--- src/rtl/i2c_bt_pkg.sv ---
package i2c_bt_pkg;

    typedef enum logic [2:0] {
        ST_IDLE,
        ST_HOLD,
        ST_SETUP,
        ST_RISE,
        ST_HIGH,
        ST_TAIL
    } bt_state_t;

    typedef enum logic [1:0] {
        KIND_DATA  = 2'd0,
        KIND_START = 2'd1,
        KIND_STOP  = 2'd2
    } bt_kind_t;

endpackage

--- src/rtl/bt_line_sync.sv ---
module bt_line_sync #(
    parameter int W = 2
) (
    input  logic         clk,
    input  logic         rst_n,
    input  logic [W-1:0] d,
    output logic [W-1:0] q
);
    for (genvar g = 0; g < W; g++) begin : g_line
        logic stage1;
        logic stage2;
        always_ff @(posedge clk or negedge rst_n) begin
            if (!rst_n) begin
                stage1 <= 1'b1;
                stage2 <= 1'b1;
            end else begin
                stage1 <= d[g];
                stage2 <= stage1;
            end
        end
        assign q[g] = stage2;
    end
endmodule

--- src/rtl/bt_phase_count.sv ---
module bt_phase_count #(
    parameter int PW = 4,
    parameter int LW = 8
) (
    input  logic          clk,
    input  logic          rst_n,
    input  logic          clear,
    input  logic [PW-1:0] prescale,
    input  logic [LW-1:0] limit,
    output logic          done
);
    logic [PW-1:0] pcnt;
    logic [LW-1:0] ucnt;

    assign done = (pcnt == prescale) && (ucnt == limit);

    always_ff @(posedge clk or negedge rst_n) begin
        if (!rst_n) begin
            pcnt <= '0;
            ucnt <= '0;
        end else if (clear) begin
            pcnt <= '0;
            ucnt <= '0;
        end else if (pcnt == prescale) begin
            pcnt <= '0;
            ucnt <= ucnt + 1'b1;
        end else begin
            pcnt <= pcnt + 1'b1;
        end
    end
endmodule

--- src/rtl/i2c_bit_timer.sv ---
module i2c_bit_timer
    import i2c_bt_pkg::*;
#(
    parameter int PW = 4,
    parameter int LW = 8,
    parameter int DW = 4
) (
    input  logic                     clk,
    input  logic                     rst_n,
    input  logic                     enable,
    input  logic [PW+2*LW+2*DW-1:0]  timing_word,
    input  logic                     req_valid,
    input  logic [1:0]               req_kind,
    input  logic                     req_bit,
    input  logic                     scl_in,
    input  logic                     sda_in,
    output logic                     req_ready,
    output logic                     scl_drive_low,
    output logic                     sda_drive_low,
    output logic                     sda_shift,
    output logic                     sample_strobe,
    output logic                     sample_bit,
    output logic                     bit_done
);
    localparam int LO_POS = PW;
    localparam int HI_POS = PW + LW;
    localparam int DD_POS = PW + 2 * LW;
    localparam int SU_POS = PW + 2 * LW + DW;

    logic [PW-1:0] prescale;
    logic [LW-1:0] low_len;
    logic [LW-1:0] high_len;
    logic [DW-1:0] dly_data;
    logic [DW-1:0] dly_setup;

    assign prescale  = timing_word[PW-1:0];
    assign low_len   = timing_word[LO_POS +: LW];
    assign high_len  = timing_word[HI_POS +: LW];
    assign dly_data  = timing_word[DD_POS +: DW];
    assign dly_setup = timing_word[SU_POS +: DW];

    bt_state_t     state_q, state_d;
    bt_kind_t      kind_q;
    logic          bit_q;
    logic          scl_low_q;
    logic          sda_low_q;
    logic          accept;
    logic          ph_done;
    logic          ph_clear;
    logic          sda_target;
    logic [LW-1:0] limit;
    logic [LW-1:0] setup_n;
    logic [LW:0]   low_ext;
    logic [LW:0]   need_ext;
    logic [LW:0]   rest_ext;
    logic [1:0]    line_s;
    logic          scl_s;
    logic          sda_s;

    bt_line_sync #(.W(2)) u_sync (
        .clk   (clk),
        .rst_n (rst_n),
        .d     ({sda_in, scl_in}),
        .q     (line_s)
    );
    assign scl_s = line_s[0];
    assign sda_s = line_s[1];

    // setup part of the low phase: fill the low time, but never less than setup delay
    always_comb begin
        low_ext  = {1'b0, low_len};
        need_ext = (LW+1)'(dly_data) + (LW+1)'(dly_setup) + 1'b1;
        rest_ext = low_ext - (LW+1)'(dly_data) - 1'b1;
        if (low_ext >= need_ext) setup_n = rest_ext[LW-1:0];
        else                     setup_n = LW'(dly_setup);
    end

    always_comb begin
        unique case (state_q)
            ST_HOLD:         limit = LW'(dly_data);
            ST_SETUP:        limit = setup_n;
            ST_HIGH, ST_TAIL: limit = high_len;
            default:         limit = '0;
        endcase
    end

    assign req_ready     = enable && (state_q == ST_IDLE);
    assign accept        = req_valid && req_ready;
    assign scl_drive_low = enable && scl_low_q;
    assign sda_drive_low = enable && sda_low_q;

    always_comb begin
        unique case (kind_q)
            KIND_STOP:  sda_target = 1'b1;
            KIND_START: sda_target = 1'b0;
            default:    sda_target = ~bit_q;
        endcase
    end

    always_comb begin
        state_d = state_q;
        unique case (state_q)
            ST_IDLE:  if (accept)  state_d = scl_low_q ? ST_HOLD : ST_RISE;
            ST_HOLD:  if (ph_done) state_d = ST_SETUP;
            ST_SETUP: if (ph_done) state_d = ST_RISE;
            ST_RISE:  if (scl_s)   state_d = ST_HIGH;
            ST_HIGH:  if (ph_done) state_d = (kind_q == KIND_START) ? ST_TAIL : ST_IDLE;
            ST_TAIL:  if (ph_done) state_d = ST_IDLE;
            default:  state_d = ST_IDLE;
        endcase
    end

    assign ph_clear = !enable || (state_d != state_q) ||
                      (state_q == ST_IDLE) || (state_q == ST_RISE);

    bt_phase_count #(.PW(PW), .LW(LW)) u_phase (
        .clk      (clk),
        .rst_n    (rst_n),
        .clear    (ph_clear),
        .prescale (prescale),
        .limit    (limit),
        .done     (ph_done)
    );

    always_ff @(posedge clk or negedge rst_n) begin
        if (!rst_n)       state_q <= ST_IDLE;
        else if (!enable) state_q <= ST_IDLE;
        else              state_q <= state_d;
    end

    always_ff @(posedge clk or negedge rst_n) begin
        if (!rst_n) begin
            kind_q        <= KIND_DATA;
            bit_q         <= 1'b0;
            scl_low_q     <= 1'b0;
            sda_low_q     <= 1'b0;
            sda_shift     <= 1'b0;
            sample_strobe <= 1'b0;
            sample_bit    <= 1'b0;
            bit_done      <= 1'b0;
        end else if (!enable) begin
            scl_low_q     <= 1'b0;
            sda_low_q     <= 1'b0;
            sda_shift     <= 1'b0;
            sample_strobe <= 1'b0;
            bit_done      <= 1'b0;
        end else begin
            sda_shift     <= 1'b0;
            sample_strobe <= 1'b0;
            bit_done      <= 1'b0;
            if (accept) begin
                kind_q <= bt_kind_t'(req_kind);
                bit_q  <= req_bit;
            end
            unique case (state_q)
                ST_HOLD: if (ph_done) begin
                    sda_low_q <= sda_target;
                    sda_shift <= 1'b1;
                end
                ST_SETUP: if (ph_done) scl_low_q <= 1'b0;
                ST_HIGH: if (ph_done) begin
                    if (kind_q == KIND_START) begin
                        sda_low_q <= 1'b1;
                    end else if (kind_q == KIND_STOP) begin
                        sda_low_q <= 1'b0;
                        bit_done  <= 1'b1;
                    end else begin
                        scl_low_q     <= 1'b1;
                        bit_done      <= 1'b1;
                        sample_strobe <= 1'b1;
                        sample_bit    <= sda_s;
                    end
                end
                ST_TAIL: if (ph_done) begin
                    scl_low_q <= 1'b1;
                    bit_done  <= 1'b1;
                end
                default: ;
            endcase
        end
    end
endmodule

--- config.mk ---
export PLATFORM = sky130hd
export DESIGN_NAME = i2c_bit_timer
export DESIGN_NICKNAME = d
export VERILOG_FILES = /design/src/rtl/i2c_bt_pkg.sv /design/src/rtl/bt_line_sync.sv /design/src/rtl/bt_phase_count.sv /design/src/rtl/i2c_bit_timer.sv
export SDC_FILE = /design/constraint.sdc
export NUM_CORES = 1
export LEC_CHECK = 0
export BUFFER_PORTS_ARGS = -buffer_cell sky130_fd_sc_hd__buf_2
export CORE_MARGIN = 2
export CORE_UTILIZATION = 40
export CTS_BUF_LIST = sky130_fd_sc_hd__clkbuf_8
export DETAILED_ROUTE_END_ITERATION = 8
export SLEW_MARGIN = 20
export SYNTH_ARGS = -nofsm -noshare
export SYNTH_HDL_FRONTEND = slang
export SYNTH_SLANG_ARGS = --single-unit
--- constraint.sdc ---
create_clock -name clk -period 3.3 [get_ports clk]
set_input_delay 0.33 -clock clk [delete_from_list [all_inputs] [get_ports clk]]
set_output_delay 0.33 -clock clk [all_outputs]
set_load 0.005 [all_outputs]
Word level (Yosys, flattened, before mapping)

Cells that the tools add are included.

Equal/unequal tests: 19
Reduce and logical (&&, ||, !) cells: 16
Bitwise logic cells: 3
Muxes and demuxes: 42
$add $sub $neg: 6
Multiply operators: 0
Shifts and indexed selects: 0
$lt $le $gt $ge: 1
Div/mod/pow operators: 0

Operators by type and width:

| cell                                                                  | number |
|---|---|
| 3-bit 2-to-1 mux                                                      | 8 |
| 8-bit 2-to-1 mux                                                      | 3 |
| 8-bit case mux with 3 select lines                                    | 1 |
| 1-bit 2-to-1 mux                                                      | 22 |
| 3-bit != test, second input constant                                  | 6 |
| 3-bit case mux with 6 select lines                                    | 1 |
| 8-bit by 1-bit adder with 8-bit output, second input constant         | 1 |
| 8-bit equality test                                                   | 1 |
| 8-bit by 6-bit greater-or-equal comparator with 1-bit output          | 1 |
| 4-bit 2-to-1 mux                                                      | 2 |
| 8-bit by 1-bit subtractor with 8-bit output, second input constant    | 1 |
| 8-bit by 4-bit subtractor with 8-bit output                           | 1 |
| 5-bit by 1-bit adder with 6-bit output, second input constant         | 1 |
| 3-bit by 2-bit equality test with 1-bit output, second input constant | 2 |
| 3-bit equality test, second input constant                            | 2 |
| 1-bit case mux with 2 select lines                                    | 3 |
| 6-bit AND reduction                                                   | 1 |
| 4-bit by 4-bit adder with 5-bit output                                | 1 |
| 1-bit logical AND                                                     | 5 |
| 5-bit AND reduction                                                   | 1 |
| 4-bit by 1-bit adder with 4-bit output, second input constant         | 1 |
| 4-bit equality test                                                   | 1 |
| 4-bit by 1-bit != test with 1-bit output, second input constant       | 1 |
| 4-bit != test, second input constant                                  | 1 |
| 15 further kinds                                                      | 19 |

Bits in latches: 0
Output and inout bits: 7
Register bits: 28
Memories: 0
Input bits: 37
ROM bits: 0
Word-level logic and storage cells: 102
RAM bits: 0

Logic depth before layout (Yosys ltp)

Word-level depth: 14
Mapped depth: 18
Gate-level depth less buffers: 16

Cells and area by module

Synthesis repeated with hierarchy kept, for this count alone.

Cell total of the unflattened synthesis: 234
Area, all modules: 2,175.8 sq um

Modules (own cells, without submodules):

| module         | area each (sq um) | times used | cells each | sequential area each (sq um) |
|---|---|---|---|---|
| i2c_bit_timer  | 1,306.3           | 1          | 154        | 300.3 |
| bt_phase_count | 749.5             | 1          | 74         | 300.3 |
| bt_line_sync   | 120.1             | 1          | 6          | 105.1 |

Worst setup path after synthesis

OpenSTA, ideal clock, no wires.

Path type: input port to flip-flop
Start: input port timing_word[20]
End: register sda_low_q
Path buffers: 1
Required time: 3,172 ps
Library setup time: 128 ps
Stages: 15
Slack: -196 ps
Data arrival time: 3,368 ps
Cell sequence: inv_1 -> ha_1 -> fa_1 -> xor2_1 -> ha_1 -> a31oi_1 -> nor2b_1 -> o21ai_1 -> a211oi_1 -> or3_1 -> a221oi_2 -> nand4_1 -> buf_4 -> nor3_2 -> mux2_1

Longest elaborated chain between the ends: 9
Elaborated cells on any way between the ends: 12
Classes of those cells: 4 x add/sub; 1 x order compare; 3 x eq/ne; 2 x mux; 2 x reduce/logical

RTL lines:

| what                                                         | line                 | RTL |
|---|---|---|
| start: declaration                                           | i2c_bit_timer.sv:11  | `input logic [PW+2*LW+2*DW-1:0] timing_word,` |
| 4-bit by 4-bit adder with 5-bit output                       | i2c_bit_timer.sv:72  | `need_ext = (LW+1)'(dly_data) + (LW+1)'(dly_setup) + 1'b1;` |
| 5-bit by 1-bit adder with 6-bit output                       | i2c_bit_timer.sv:72  |  |
| 8-bit by 6-bit greater-or-equal comparator with 1-bit output | i2c_bit_timer.sv:74  | `if (low_ext >= need_ext) setup_n = rest_ext[LW-1:0];` |
| 8-bit 2-to-1 mux                                             | i2c_bit_timer.sv:74  |  |
| 8-bit case mux with 3 select lines (*)                       | i2c_bit_timer.sv:79  | `unique case (state_q)` |
| 8-bit equality test (*)                                      | bt_phase_count.sv:15 | `assign done = (pcnt == prescale) && (ucnt == limit);` |
| 1-bit logical AND (*)                                        | bt_phase_count.sv:15 |  |
| 3-bit != test (no line)                                      | n/a                  |  |
| 4-bit AND reduction (no line) (*)                            | n/a                  |  |
| end signal: assignment                                       | i2c_bit_timer.sv:157 | `sda_low_q <= sda_target;` |
| end: declaration                                             | i2c_bit_timer.sv:46  | `logic sda_low_q;` |

Mark *: on every way between the ends. The rest lies on a longest branch, timed or not.
A chain may end at the register's enable or synchronous reset.

Worst setup path in the final report

Start: input port timing_word[20]
End: register sample_bit

Longest elaborated chain between the ends: 8
Elaborated cells on any way between the ends: 10
Classes of those cells: 4 x add/sub; 1 x order compare; 1 x eq/ne; 2 x mux; 2 x reduce/logical

RTL lines:

| what                                                         | line                 | RTL |
|---|---|---|
| 4-bit by 4-bit adder with 5-bit output                       | i2c_bit_timer.sv:72  |  |
| 5-bit by 1-bit adder with 6-bit output                       | i2c_bit_timer.sv:72  |  |
| 8-bit by 6-bit greater-or-equal comparator with 1-bit output | i2c_bit_timer.sv:74  |  |
| 8-bit 2-to-1 mux                                             | i2c_bit_timer.sv:74  |  |
| 8-bit case mux with 3 select lines (*)                       | i2c_bit_timer.sv:79  |  |
| 8-bit equality test (*)                                      | bt_phase_count.sv:15 |  |
| 1-bit logical AND (*)                                        | bt_phase_count.sv:15 |  |
| 5-bit AND reduction (no line) (*)                            | n/a                  |  |
| end signal: assignment                                       | i2c_bit_timer.sv:171 | `sample_bit <= sda_s;` |
| end: declaration                                             | i2c_bit_timer.sv:22  | `output logic sample_bit,` |

Marked as above.

==> run_results.csv <==
group,metric,value,unit
floorplan,core,5470,sq um
placed_design,portBuffers,43,
timing,grt_setup_unrepaired,"true",
timing,slew_headroom,59.4,%
critical_path,slowest_stage,"fa_2",
critical_path,worstSetupStartpoint,"timing_word[20]",
global_route,overflow,0,
critical_path,critPathKind,"primary input to register",
routing,drt-vias-per-instance,5.34,
synth,avgSynthCellArea,8.71,sq um
routing,drt-total-wl,5.58,mm
global_route,antenna_found_initial,0,
routing,dr.pass1.iters,7,
critical_path,reg2reg_from,"state_q[2]$_DFF_PN0_",
global_route,first_global_vias,2065,
layout,nets,378,
clock_network,cts_buffers,3,
synth,synth.mux.area_fraction,3.41,%
floorplan,row_count,27,
power,vdd_drop_max,0.214,mV
global_route,gr-usage-all-layers,18.7,%
placed_design,dpl.hpwl,4.24,mm
synth,synth_seq_cells,28,
floorplan,fp.dieH,78.8,um
worst_hold_path,hold_path_class,"primary input to async pin",
routing,drtAntennaViolNets,0,
synth,ys_seq_area_share,31.5,%
synth,ys_top_cells_by_count,"nor2_1, dfrtp_1, nand2_1",
placed_design,routabilityCongestion,0.852,
power,pwr_density_cell,356,nW/um^2
critical_path,cpPeakStageDelay,0.34,ns
synth,syn_inst,257,
routing,wl_per_cell,14.2,um
clock_network,clk_pin_slew,0.10,ns
layout,fillerInstances,543,
synth,yosys.cell_count.top_type,"nor2_1",
floorplan,initial_core_util,40.9,%
layout,antenna_cells,0,
clock_network,clock-root-buffer,"clkbuf_8",
layout,final_util,53.5,%
flow_run,cap_viol_max_count,0,
synth,synth_compound_area_share,17.7,%
synth,synthAdderAreaFrac,11.3,%
synth,yosys.area.top_type,"dfrtp_1",
synth,synth-xor-area-share,8.60,%
clock_network,htreeDepth,1,
critical_path,critPathBufInv,4,
layout,area_growth,30.7,%
critical_path,startpoint_type,"primary input",
critical_path,path_delay_family,"compound AO/OA/AOI/OAI gates",
synth,synth_area_leaders,"dfrtp_1, ha_1, xor2_1",
synth,synth-simple-area-share,22.5,%
floorplan,die_w,78.8,um
routing,first_iter_violations,91,
clock_network,clockBufferDepth,2,
routing,drc_errors,0,
critical_path,cp_common_cell,"xor2_1",
timing,tns,0,ns
floorplan,io_pins,44,
synth,dominantRegCellSynth,"dfrtp_1",
clock_network,cts_hold_buf,0,
timing,hold_viol_final,0,
critical_path,path_max_fanout,5,
timing,timing.fmax,303,MHz
synth,yosysTopAreaCellShare,26.8,%
critical_path,cp-end-kind,"register",
critical_path,crit_chain,"buf_8 > inv_6 > ha_4 > fa_2 > xor2_1 > ha_1 > a31oi_1 > nor2b_2 > o21ai_4 > buf_4 > a21oi_2 > a221oi_2 > xor2_1 > nand4_1 > buf_6 > nor3_4 > mux2_4",
timing,worst_pin_slew,0.609,ns
synth,yosys_warnings,0,
clock_network,clkLatencyLatePin,0.27,ns
timing,finalSetupViolCount,0,
clock_network,cts_tree,"built",
synth,yosysUniqueCellTypes,54,
timing,finalCritPeriodShare,99.9,%
critical_path,required,3.47,ns
synth,synth_edf_count,0,
synth,synth_area,2240,sq um
routing,vias,2097,
synth,async_flop_share,100,%
synth,synth_nets,313,
status,status,"complete, no violations",
global_route,grt_pass1_wl,9.29,mm
layout,fin_cells,393,
critical_path,cp_data_arrival_time,3.47,ns
timing,period_minus_slack,3.30,ns
clock_network,cts_sinks,28,
placed_design,dp.cells,384,
timing,slew_viol_final,0,
floorplan,die_area,6210,sq um
timing,skew,0.00286,ns
synth,synth_top_family_by_area,"simple AND/OR/NAND/NOR gates",
layout,drive_gt1_share,34.6,%
global_route,grt_max_degree,29,
power,leakage,1.33,nW
==> path summary, 6_finish.rpt <==
path | to | slack, ns | cells after the start
setup / recovery | sample_bit$_DFFE_PN0P_ | 0.004 | 17
hold / removal | u_phase.ucnt[6]$_DFFE_PN0P_ | 0.05 | 1
setup reg to reg | sample_bit$_DFFE_PN0P_ | 0.49 | 9
hold reg to reg | u_sync.g_line[0].stage2$_DFF_PN1_ | 0.36 | 0
max in group asynchronous | state_q[1]$_DFF_PN0_ | 2.85 | 1
min in group clk | u_sync.g_line[0].stage1$_DFF_PN1_ | 0.14 | 1
==> cell type report <==
type / instances / area, sq um / area share, %
multi-input combinational: 203 / 1530 / 52.3
sequential: 28 / 706 / 24.1
timing repair buffer: 71 / 462 / 15.8
tap: 72 / 90.1 / 3.08
inverter: 15 / 66.3 / 2.27
clock buffer: 3 / 41.3 / 1.41
clock inverter: 1 / 30.0 / 1.03
==> registers in the layout, summed over array words and instances, names as in the netlist, 2 cells and up <==
register / count
kind_q: 2
state_q: 3
u_phase.pcnt: 4
u_phase.ucnt: 8
u_sync.g_line.stage1: 2
u_sync.g_line.stage2: 2
==> cell families after synthesis <==
kind of cell,count (synthesis)
XOR/XNOR,22
AO/OA/AOI/OAI,58
adder cells (fa/ha/maj),19
multiplexers,7
buffers and inverters,26
flip-flops,28
AND/OR/NAND/NOR,97
==> metrics by stage <==
stage                     power, W  instance area, sq um  hold WS (ns)  setup slack, ns
after floorplan           0.000618                  2270        0.0344          0.00180
after CTS                  0.00103                  2830        0.0779          0.00617
after global routing       0.00112                  2930         0.109           -0.116
after detailed placement  0.000733                  2700         0.348           -0.391
after global placement    0.000730                  2700         0.346           -0.328
final                      0.00104                  2930        0.0484          0.00399
==> metal layers <==
layer | track usage [%] | vias to the layer above | wire [um]
met2 | 32.6 | 48 | 2690
met4 | 5.00 | 0 | 76
met1 | 24.7 | 998 | 2640
li1 | - | 1041 | -
met3 | 2.05 | 10 | 175
met5 | 0 | - | 0
==> layout by cell type (no fill, tap or decap), types with 7 or more instances in the layout <==
| master | synthesis | final |
|---|---|---|
| buf_2 | 2 | 39 |
| nor2_1 | 28 | 28 |
| buf_4 | 3 | 26 |
| dfrtp_1 | 24 | 24 |
| nand2_1 | 19 | 19 |
| xor2_1 | 15 | 15 |
| ha_1 | 17 | 14 |
| inv_1 | 15 | 12 |
| o21ai_0 | 12 | 12 |
| a21oi_1 | 13 | 9 |
| nor3_1 | 9 | 8 |
| xnor2_1 | 7 | 7 |
==> power by group <==
part | internal (W) | total (W) | switching [W]
sequential | 0.000366 | 0.000383 | 0.0000165
combinational | 0.000181 | 0.000389 | 0.000207
clock | 0.000162 | 0.000271 | 0.000109
==> timing repair <==
item / CTS / global route
hold endpoints to repair: 0 / 0
endpoints found under the setup margin: 2 / 20
setup buffers: 2 / 3
resized for setup: 9 / 21
pin swaps: 3 / 19
Power figures use the tool's default switching activity.
